[config.mk]
export PLATFORM = sky130hd
export DESIGN_NAME = xy_saf_inport
export DESIGN_NICKNAME = d
export VERILOG_FILES = /design/src/rtl/xy_saf_pkg.sv /design/src/rtl/xy_route_dec.sv /design/src/rtl/saf_flit_buf.sv /design/src/rtl/saf_port_fsm.sv /design/src/rtl/xy_saf_inport.sv
export SDC_FILE = /design/constraint.sdc
export NUM_CORES = 1
export LEC_CHECK = 0
export BUFFER_PORTS_ARGS = -buffer_cell sky130_fd_sc_hd__clkbuf_2
export CORE_UTILIZATION = 40
export DETAILED_ROUTE_END_ITERATION = 12
export PLACE_DENSITY = 0.57
export SLEW_MARGIN = 20
export SYNTH_ARGS = -nofsm -noshare
export SYNTH_HDL_FRONTEND = slang
export SYNTH_HIERARCHICAL = 1
export SYNTH_SLANG_ARGS = --single-unit
[constraint.sdc]
create_clock -name clk -period 4.2 [get_ports clk]
set_input_delay 0.42 -clock clk [delete_from_list [all_inputs] [get_ports clk]]
set_output_delay 0.42 -clock clk [all_outputs]
set_load 0.01 [all_outputs]
[src/rtl/xy_saf_pkg.sv]
// Shared constants and types for the store-and-forward mesh input port.
// Assumes an 8-output router: four mesh directions plus four local ports.
package xy_saf_pkg;
    localparam int NUM_OUT  = 8;
    localparam int HDR_W    = 8;
    localparam int COORD_W  = 3;
    localparam int LOCAL_N  = 4;
    // output bit positions in the request vector
    localparam int OUT_N    = 0;
    localparam int OUT_E    = 1;
    localparam int OUT_S    = 2;
    localparam int OUT_W    = 3;
    localparam int OUT_LOC0 = 4;

    typedef enum logic [1:0] {
        PS_FILL = 2'd0,
        PS_REQ  = 2'd1,
        PS_SEND = 2'd2
    } port_state_e;
endpackage

[src/rtl/xy_route_dec.sv]
// Dimension-ordered route decoder. It settles the row first, then the column,
// then the local index. It takes only the low 8 header bits and assumes the
// router position and the local-port mask are fixed at build time.
module xy_route_dec
    import xy_saf_pkg::*;
#(
    parameter logic [COORD_W-1:0] MY_ROW     = 3'd0,
    parameter logic [COORD_W-1:0] MY_COL     = 3'd0,
    parameter logic [LOCAL_N-1:0] LOCAL_MASK = 4'b0001
) (
    input  logic [HDR_W-1:0]   hdr,
    output logic [NUM_OUT-1:0] route_vec,
    output logic               bad_port
);
    logic [COORD_W-1:0] dst_row;
    logic [COORD_W-1:0] dst_col;
    logic [1:0]         loc_idx;
    logic               here;
    logic [LOCAL_N-1:0] loc_hit;

    assign dst_row = hdr[7:5];
    assign dst_col = hdr[4:2];
    assign loc_idx = hdr[1:0];
    assign here    = (dst_row == MY_ROW) && (dst_col == MY_COL);

    // one select line per local port; an absent port never gets a request
    for (genvar g = 0; g < LOCAL_N; g++) begin : g_loc
        assign loc_hit[g] = here && (loc_idx == g[1:0]) && LOCAL_MASK[g];
    end

    // purpose: rank the decision as vertical, then horizontal, then local
    always_comb begin
        route_vec = '0;
        if (dst_row > MY_ROW)      route_vec[OUT_N] = 1'b1;
        else if (dst_row < MY_ROW) route_vec[OUT_S] = 1'b1;
        else if (dst_col > MY_COL) route_vec[OUT_E] = 1'b1;
        else if (dst_col < MY_COL) route_vec[OUT_W] = 1'b1;
        else route_vec[OUT_LOC0 +: LOCAL_N] = loc_hit;
    end

    assign bad_port = here && !LOCAL_MASK[loc_idx];
endmodule

[src/rtl/saf_flit_buf.sv]
// Packet buffer holding exactly DEPTH flits. It fills in order and drains in
// order. The counts clear when the last flit is read or when clear_i is high.
// Assumes the controller never stores while full and never reads while empty.
module saf_flit_buf #(
    parameter int FLIT_W = 16,
    parameter int DEPTH  = 8
) (
    input  logic              clk,
    input  logic              rst_n,
    input  logic              store_i,
    input  logic [FLIT_W-1:0] wr_data,
    input  logic              forward_i,
    input  logic              clear_i,
    output logic [FLIT_W-1:0] rd_data,
    output logic [7:0]        head_o,
    output logic              full_o,
    output logic              empty_o,
    output logic              last_o
);
    localparam int IDX_W = $clog2(DEPTH);
    localparam int CNT_W = $clog2(DEPTH + 1);

    logic [FLIT_W-1:0] mem [DEPTH];
    logic [CNT_W-1:0]  wr_cnt;
    logic [IDX_W-1:0]  rd_idx;

    // purpose: write the incoming flit at the fill position
    always_ff @(posedge clk) begin
        if (store_i) mem[wr_cnt[IDX_W-1:0]] <= wr_data;
    end

    // purpose: track fill count and read position, reset on drain or discard
    always_ff @(posedge clk) begin
        if (!rst_n || clear_i) begin
            wr_cnt <= '0;
            rd_idx <= '0;
        end else begin
            if (store_i) wr_cnt <= wr_cnt + 1'b1;
            if (forward_i) begin
                if (last_o) begin
                    wr_cnt <= '0;
                    rd_idx <= '0;
                end else begin
                    rd_idx <= rd_idx + 1'b1;
                end
            end
        end
    end

    assign rd_data = mem[rd_idx];
    assign head_o  = mem[0][7:0];
    assign full_o  = (wr_cnt == CNT_W'(DEPTH));
    assign empty_o = (wr_cnt == '0);
    assign last_o  = (rd_idx == IDX_W'(DEPTH - 1));
endmodule

[src/rtl/saf_port_fsm.sv]
// Port sequencer: fill, then request, then send. Raises the request only on
// a full buffer. Discards a packet whose local port does not exist. Assumes
// the grant bits are sampled only at the position that was requested.
module saf_port_fsm
    import xy_saf_pkg::*;
(
    input  logic               clk,
    input  logic               rst_n,
    input  logic               in_valid,
    input  logic               buf_full,
    input  logic               buf_last,
    input  logic [NUM_OUT-1:0] route_vec,
    input  logic               bad_port,
    input  logic [NUM_OUT-1:0] gnt_i,
    output logic               in_ready,
    output logic               store,
    output logic               forward,
    output logic               discard,
    output logic [NUM_OUT-1:0] req_o,
    output logic               out_valid,
    output logic               err_o
);
    port_state_e state, state_nx;
    logic        grant_hit;

    // purpose: hold the sequencer state
    always_ff @(posedge clk) begin
        if (!rst_n) state <= PS_FILL;
        else        state <= state_nx;
    end

    assign in_ready  = (state == PS_FILL) && !buf_full;
    assign store     = in_valid && in_ready;
    assign req_o     = (state == PS_REQ) ? route_vec : '0;
    assign grant_hit = |(req_o & gnt_i);
    assign out_valid = (state == PS_SEND);
    assign forward   = out_valid;
    assign err_o     = (state == PS_FILL) && buf_full && bad_port;
    assign discard   = err_o;

    // purpose: pick the next state from buffer status and grant
    always_comb begin
        state_nx = state;
        unique case (state)
            PS_FILL: if (buf_full && !bad_port) state_nx = PS_REQ;
            PS_REQ:  if (grant_hit)             state_nx = PS_SEND;
            PS_SEND: if (buf_last)              state_nx = PS_FILL;
            default:                            state_nx = PS_FILL;
        endcase
    end
endmodule

[src/rtl/xy_saf_inport.sv]
// Top of the store-and-forward input port. It buffers a whole packet, routes
// it by row then column then local index, requests one output and drains on
// grant. Assumes FLIT_W >= 8 and an 8-flit packet; bits above 7 carry no
// routing meaning.
module xy_saf_inport
    import xy_saf_pkg::*;
#(
    parameter int                 FLIT_W     = 16,
    parameter int                 PKT_FLITS  = 8,
    parameter logic [COORD_W-1:0] MY_ROW     = 3'd3,
    parameter logic [COORD_W-1:0] MY_COL     = 3'd4,
    parameter logic [LOCAL_N-1:0] LOCAL_MASK = 4'b0101
) (
    input  logic               clk,
    input  logic               rst_n,
    input  logic               in_valid,
    input  logic [FLIT_W-1:0]  in_flit,
    output logic               in_ready,
    output logic [NUM_OUT-1:0] req_o,
    input  logic [NUM_OUT-1:0] gnt_i,
    output logic               out_valid,
    output logic [FLIT_W-1:0]  out_flit,
    output logic               err_o
);
    if (FLIT_W < HDR_W) begin : g_width_bad
        $error("FLIT_W must be at least 8");
    end

    logic               buf_store;
    logic               buf_forward;
    logic               buf_clear;
    logic               buf_full;
    logic               buf_empty;
    logic               buf_last;
    logic [7:0]         head;
    logic [NUM_OUT-1:0] route_vec;
    logic               bad_port;

    saf_flit_buf #(.FLIT_W(FLIT_W), .DEPTH(PKT_FLITS)) u_buf (
        .clk(clk), .rst_n(rst_n),
        .store_i(buf_store), .wr_data(in_flit),
        .forward_i(buf_forward), .clear_i(buf_clear),
        .rd_data(out_flit), .head_o(head),
        .full_o(buf_full), .empty_o(buf_empty), .last_o(buf_last)
    );

    xy_route_dec #(.MY_ROW(MY_ROW), .MY_COL(MY_COL), .LOCAL_MASK(LOCAL_MASK)) u_dec (
        .hdr(head), .route_vec(route_vec), .bad_port(bad_port)
    );

    saf_port_fsm u_fsm (
        .clk(clk), .rst_n(rst_n),
        .in_valid(in_valid), .buf_full(buf_full), .buf_last(buf_last),
        .route_vec(route_vec), .bad_port(bad_port), .gnt_i(gnt_i),
        .in_ready(in_ready), .store(buf_store), .forward(buf_forward),
        .discard(buf_clear), .req_o(req_o), .out_valid(out_valid), .err_o(err_o)
    );
endmodule

-- Yosys cells after proc, flatten, opt, wreduce, memory -nomap -nowiden
Memory sizes are Yosys's and may differ from the RTL's. A register that Yosys moved wholly into a read port is not among the register bits.
Index checks and enable logic that the tools add are counted.
- register bits: 9
- RAM bits: 128
- input port bits: 27
- output and inout bits: 27
- word-level logic and storage cells: 64
- memories kept: 1
- $add $sub $neg: 2
- magnitude comparators: 5
- eq/ne operators: 10
- mux-type cells: 24
- bitwise operators: 1
- reduce and logical (&&, ||, !) cells: 18
- memory list (memory ; words ; bits a word ; rd ports ; clocked after Yosys merged registers in ; wr ports ; RTL line ; source):
    u_buf.mem ; 8 ; 16 ; 2 ; 1 ; 1 ; saf_flit_buf.sv:23 ; logic [FLIT_W-1:0] mem [DEPTH];
- operators by type and width (operator ; number):
    $mux W3 ; 4
    $mux W4 ; 3
    $mux W5 ; 2
    $logic_and A1 B1 Y1 ; 9
    $and A8 B8 Y8 ; 1
    $mux W1 ; 8
    $mux W8 ; 1
    $reduce_or A8 Y1 ; 1
    $mux W7 ; 1
    $eq A3 B3 Y1 const B ; 2
    $mux W2 ; 3
    $pmux W2 S3 ; 1
    $add A4 B1 Y4 const B ; 1
    $eq A2 B2 Y1 const B ; 2
    $eq A4 B4 Y1 const B ; 1
    $logic_not A1 Y1 ; 4
    $logic_not A2 Y1 ; 2
    $ne A2 B1 Y1 const B ; 2
    $add A3 B1 Y3 const B ; 1
    $eq A3 B2 Y1 const B ; 1
    $gt A3 B2 Y1 const B ; 1
    $gt A3 B3 Y1 const B ; 1
    $lt A2 B3 Y1 const B ; 1
    $lt A3 B2 Y1 const B ; 1
    other kinds (6) ; 6

-- Depth between registers and ports, before layout
An unclocked memory read counts as a cell.
- word-level depth: 13
- depth in mapped cells: 8

-- By module
Netlist, hierarchy kept.
- modules (own cells, without submodules) (module ; times used ; cells an instance ; area each (µm²)):
    saf_flit_buf ; 1 ; 242 ; 5415.2
    saf_port_fsm ; 1 ; 31 ; 227.7
    xy_route_dec ; 1 ; 14 ; 116.4

-- Least setup slack after synthesis
OpenSTA, ideal clock, no wires.
- path kind: reg-to-reg
- start: register u_buf.wr_cnt[0]
- end: memory u_buf.mem[4][0], enable pin
- arrival: 2.742 ns
- data required time: 3.791 ns
- path slack: 1.048 ns
- stages on the path, launching flop included: 8
- buffers on the path: 0
- cell sequence: dfxtp_1 inv_1 ha_1 and3b_1 nor3_1 and2_1 nand2_1 nor3_1
- word-level cells in the longest chain between the ends: 6
- ends and longest elaborated chain (item ; RTL line ; source):
    from (decl) ; saf_flit_buf.sv:24 ; logic [CNT_W-1:0] wr_cnt;
    from (signal assigned) ; saf_flit_buf.sv:38 ; if (store_i) wr_cnt <= wr_cnt + 1'b1;
    $eq A4 B4 Y1 ; saf_flit_buf.sv:52 ; assign full_o = (wr_cnt == CNT_W'(DEPTH));
    net buf_full ; xy_saf_inport.sv:32 ; logic buf_full;
    $logic_not A1 Y1 ; saf_port_fsm.sv:32 ; assign in_ready = (state == PS_FILL) && !buf_full;
    $logic_and A1 B1 Y1 ; saf_port_fsm.sv:32 ;
    net in_ready ; xy_saf_inport.sv:18 ; output logic in_ready,
    $logic_and A1 B1 Y1 ; saf_port_fsm.sv:33 ; assign store = in_valid && in_ready;
    net buf_store ; xy_saf_inport.sv:29 ; logic buf_store;
    $mux W1 ; saf_flit_buf.sv:29 ; if (store_i) mem[wr_cnt[IDX_W-1:0]] <= wr_data;
    $mux W1 (not written as such) ; saf_flit_buf.sv:29 ;
    to (decl) ; saf_flit_buf.sv:23 ;
The timed path passes the listed nets, and every way through them passes these cells.

==> flow_summary.toml <==
[critical_path]
arrival_ns = 2.59
path_class = "flip-flop to primary output"
r2r-start = "u_buf/wr_cnt[0]"
crit_path_max_fanout = 32
crit_path_end_kind = "primary output"
r2r_end = "u_buf/mem[4][3]"
startpoint_type = "flip-flop"
reg2reg_depth = 8
rrSetupSlack_ns = 1.39
cp.required_ns = 3.78

[flow_run]
drv_cap = 0

[power_and_ir_drop]
pwr-share-comb_pct = 4.1
peakVddDrop_uv = 269.0
clockPowerShare_pct = 43.5
switchingPower_uw = 600.1
cellInternalPower_mw = 2.409
power_switching_share_pct = 19.94
seqPwrFrac_pct = 52.4
p_per_area_mw_per_mm2 = 451.3
leakagePower_nw = 2.295

[timing]
fin_crit_ns = 3.010
clock_skew_ns = 0.005627
drv_slew = 0
fin_ws_ns = 1.190
setup-violations-final = 0
setup_tns_ns = 0
rsz0062_at_grt = "no"
slew_headroom_pct = 28.05
max_freq_mhz = 332.2
hold_viol_final = 0
worst_pin_slew_ns = 1.079
min_period_over_period_pct = 71.67

[global_routing]
grt_max_degree = 33
grt_pass1_wl_mm = 16.44
grt_overflow_total = 0
grt_pass1_vias = 2797
grt_usage_pct = 15.80
grt_util_met1_pct = 20.60
antenna_found_initial = 0
met3_usage_pct = 3.371
grt_busiest_layer = "met2"
use_met2_pct = 25.42

[detailed_routing]
drcViolationCount = 0
viasPerCell = 5.187
drt-total-wl_mm = 10.73
vias = 2770
wl_per_cell_um = 20.10
drt_iter0_markers = 177
ant_nets = 0
first_pass_iters = 4

[worst_hold_path]
min-delay-start = "rst_n"
holdPathEnd = "u_fsm/state[1]"
worstHoldPathCells = 2
hp-class = "input pin to flip-flop"

[clock_tree]
cts_hold_buf = 0
clk_path_buf_depth = 2
cts_buffers = 17
clock-root-buffer = "clkbuf_16"
cts_tree = "yes"
post_cts_resized = 0
clk_latency_ns = 0.41
cts-htree-levels = 4
clkSinkCount = 140
path_clk_slew_ns = 0.05
post_cts_buffers = 0

[placement]
dpl.hpwl_mm = 6.543
post-place-ws_ns = 1.353
portBuffers = 51
routabilityCongestion = 0.7546
dp_cells = 504

[die]
coreArea_mm2 = 0.01393
start_util_pct = 41.28
die_w_um = 121.9
die_area_mm2 = 0.01486
die_h_um = 121.9
num_rows = 43
boundaryPins = 54

[final_layout]
syn2layout_area_growth_pct = 15.92
diodes = 0
nets = 374
instances_no_fill = 534
final_layout_size_suffix_gt1_share_pct = 32.77

[logic_synthesis]
postSynthCellCount = 286
yosys_warnings = 6
synth.cell_area_mm2 = 0.005752
avgSynthCellArea_um2 = 20.11

[status]
status = "finished, final reports clean"
## area by class of cell
| type | instances | area, um^2 |
|---|---|---|
| clock buffers | 21 | 440.4 |
| clock inverters | 9 | 75.07 |
| fillers | 1144 | 7267 |
| inverters | 3 | 11.26 |
| multi-input cells | 121 | 1506 |
| flip-flops and latches | 140 | 4086 |
| well taps | 180 | 225.2 |
| repair buffers | 60 | 322.8 |
## cells in the final DEF (no fill, tap or decap), types with 8 or more instances in the layout
| cell type | n |
|---|---|
| clkbuf_16 | 17 |
| dfxtp_1 | 10 |
| clkbuf_2 | 51 |
| edfxtp_1 | 128 |
| buf_4 | 9 |
| nand2_1 | 8 |
| mux2_2 | 16 |
| and2_1 | 9 |
| nor2_1 | 14 |
| mux4_1 | 28 |
## metal layers
| metal | part of all wire (%) | wire (um) |
|---|---|---|
| met5 | 0 | 0 |
| met4 | 1.7 | 178 |
| met3 | 5.5 | 586 |
| met2 | 50 | 5364 |
| met1 | 43 | 4605 |
## registers in the layout, indices dropped and copies added, names as in the netlist, named ones only
| signal | cells |
|---|---|
| u_buf/mem | 128 |
| u_buf/wr_cnt | 4 |
| u_buf/rd_idx | 3 |
| u_fsm/state | 2 |
## power by group through the flow
stage	combinational [mW]	clock, mW	sequential [mW]
finish	0.125	1.31	1.58
floorplan	0.0771	0	1.59
CTS	0.128	1.34	1.58
global route	0.139	1.39	1.58
detailed placement	0.128	0	1.60
global placement	0.125	0	1.60
## worst max-delay path: stages (launching register included)
cell	delay [ns]
dfxtp_2	1.04
mux4_1	0.70
mux2_2	0.30
clkbuf_2	0.13
## metrics by stage
stage	power (mW)	hold slack, ns	cell area, um^2	util, %
final	3.009	0.2869	6668	47.85
after global routing	3.109	0.2835	6668	47.85
after CTS	3.044	0.2771	6668	47.85
after detailed placement	1.732	0.4897	6152	44.15
after global placement	1.728	0.4843	6152	44.15
after floorplan	1.671	0.4539	5756	-
## worst max path at each step
stage | start | to | slack (ns) | cells past startpoint
6_report | flip-flop | out_flit[3] | 1.19 | 3
5_1_grt | flip-flop | out_flit[3] | 1.10 | 3
4_1_cts | flip-flop | out_flit[3] | 1.15 | 3
3_5_place_dp | u_buf/wr_cnt[0] | u_buf/mem[4][9] | 1.35 | 8
3_3_place_gp | u_buf/wr_cnt[0] | u_buf/mem[4][9] | 1.49 | 8
2_1_floorplan | u_buf/wr_cnt[0] | u_buf/mem[4][0] | 1.06 | 7
(Power assumes the default switching activity.)
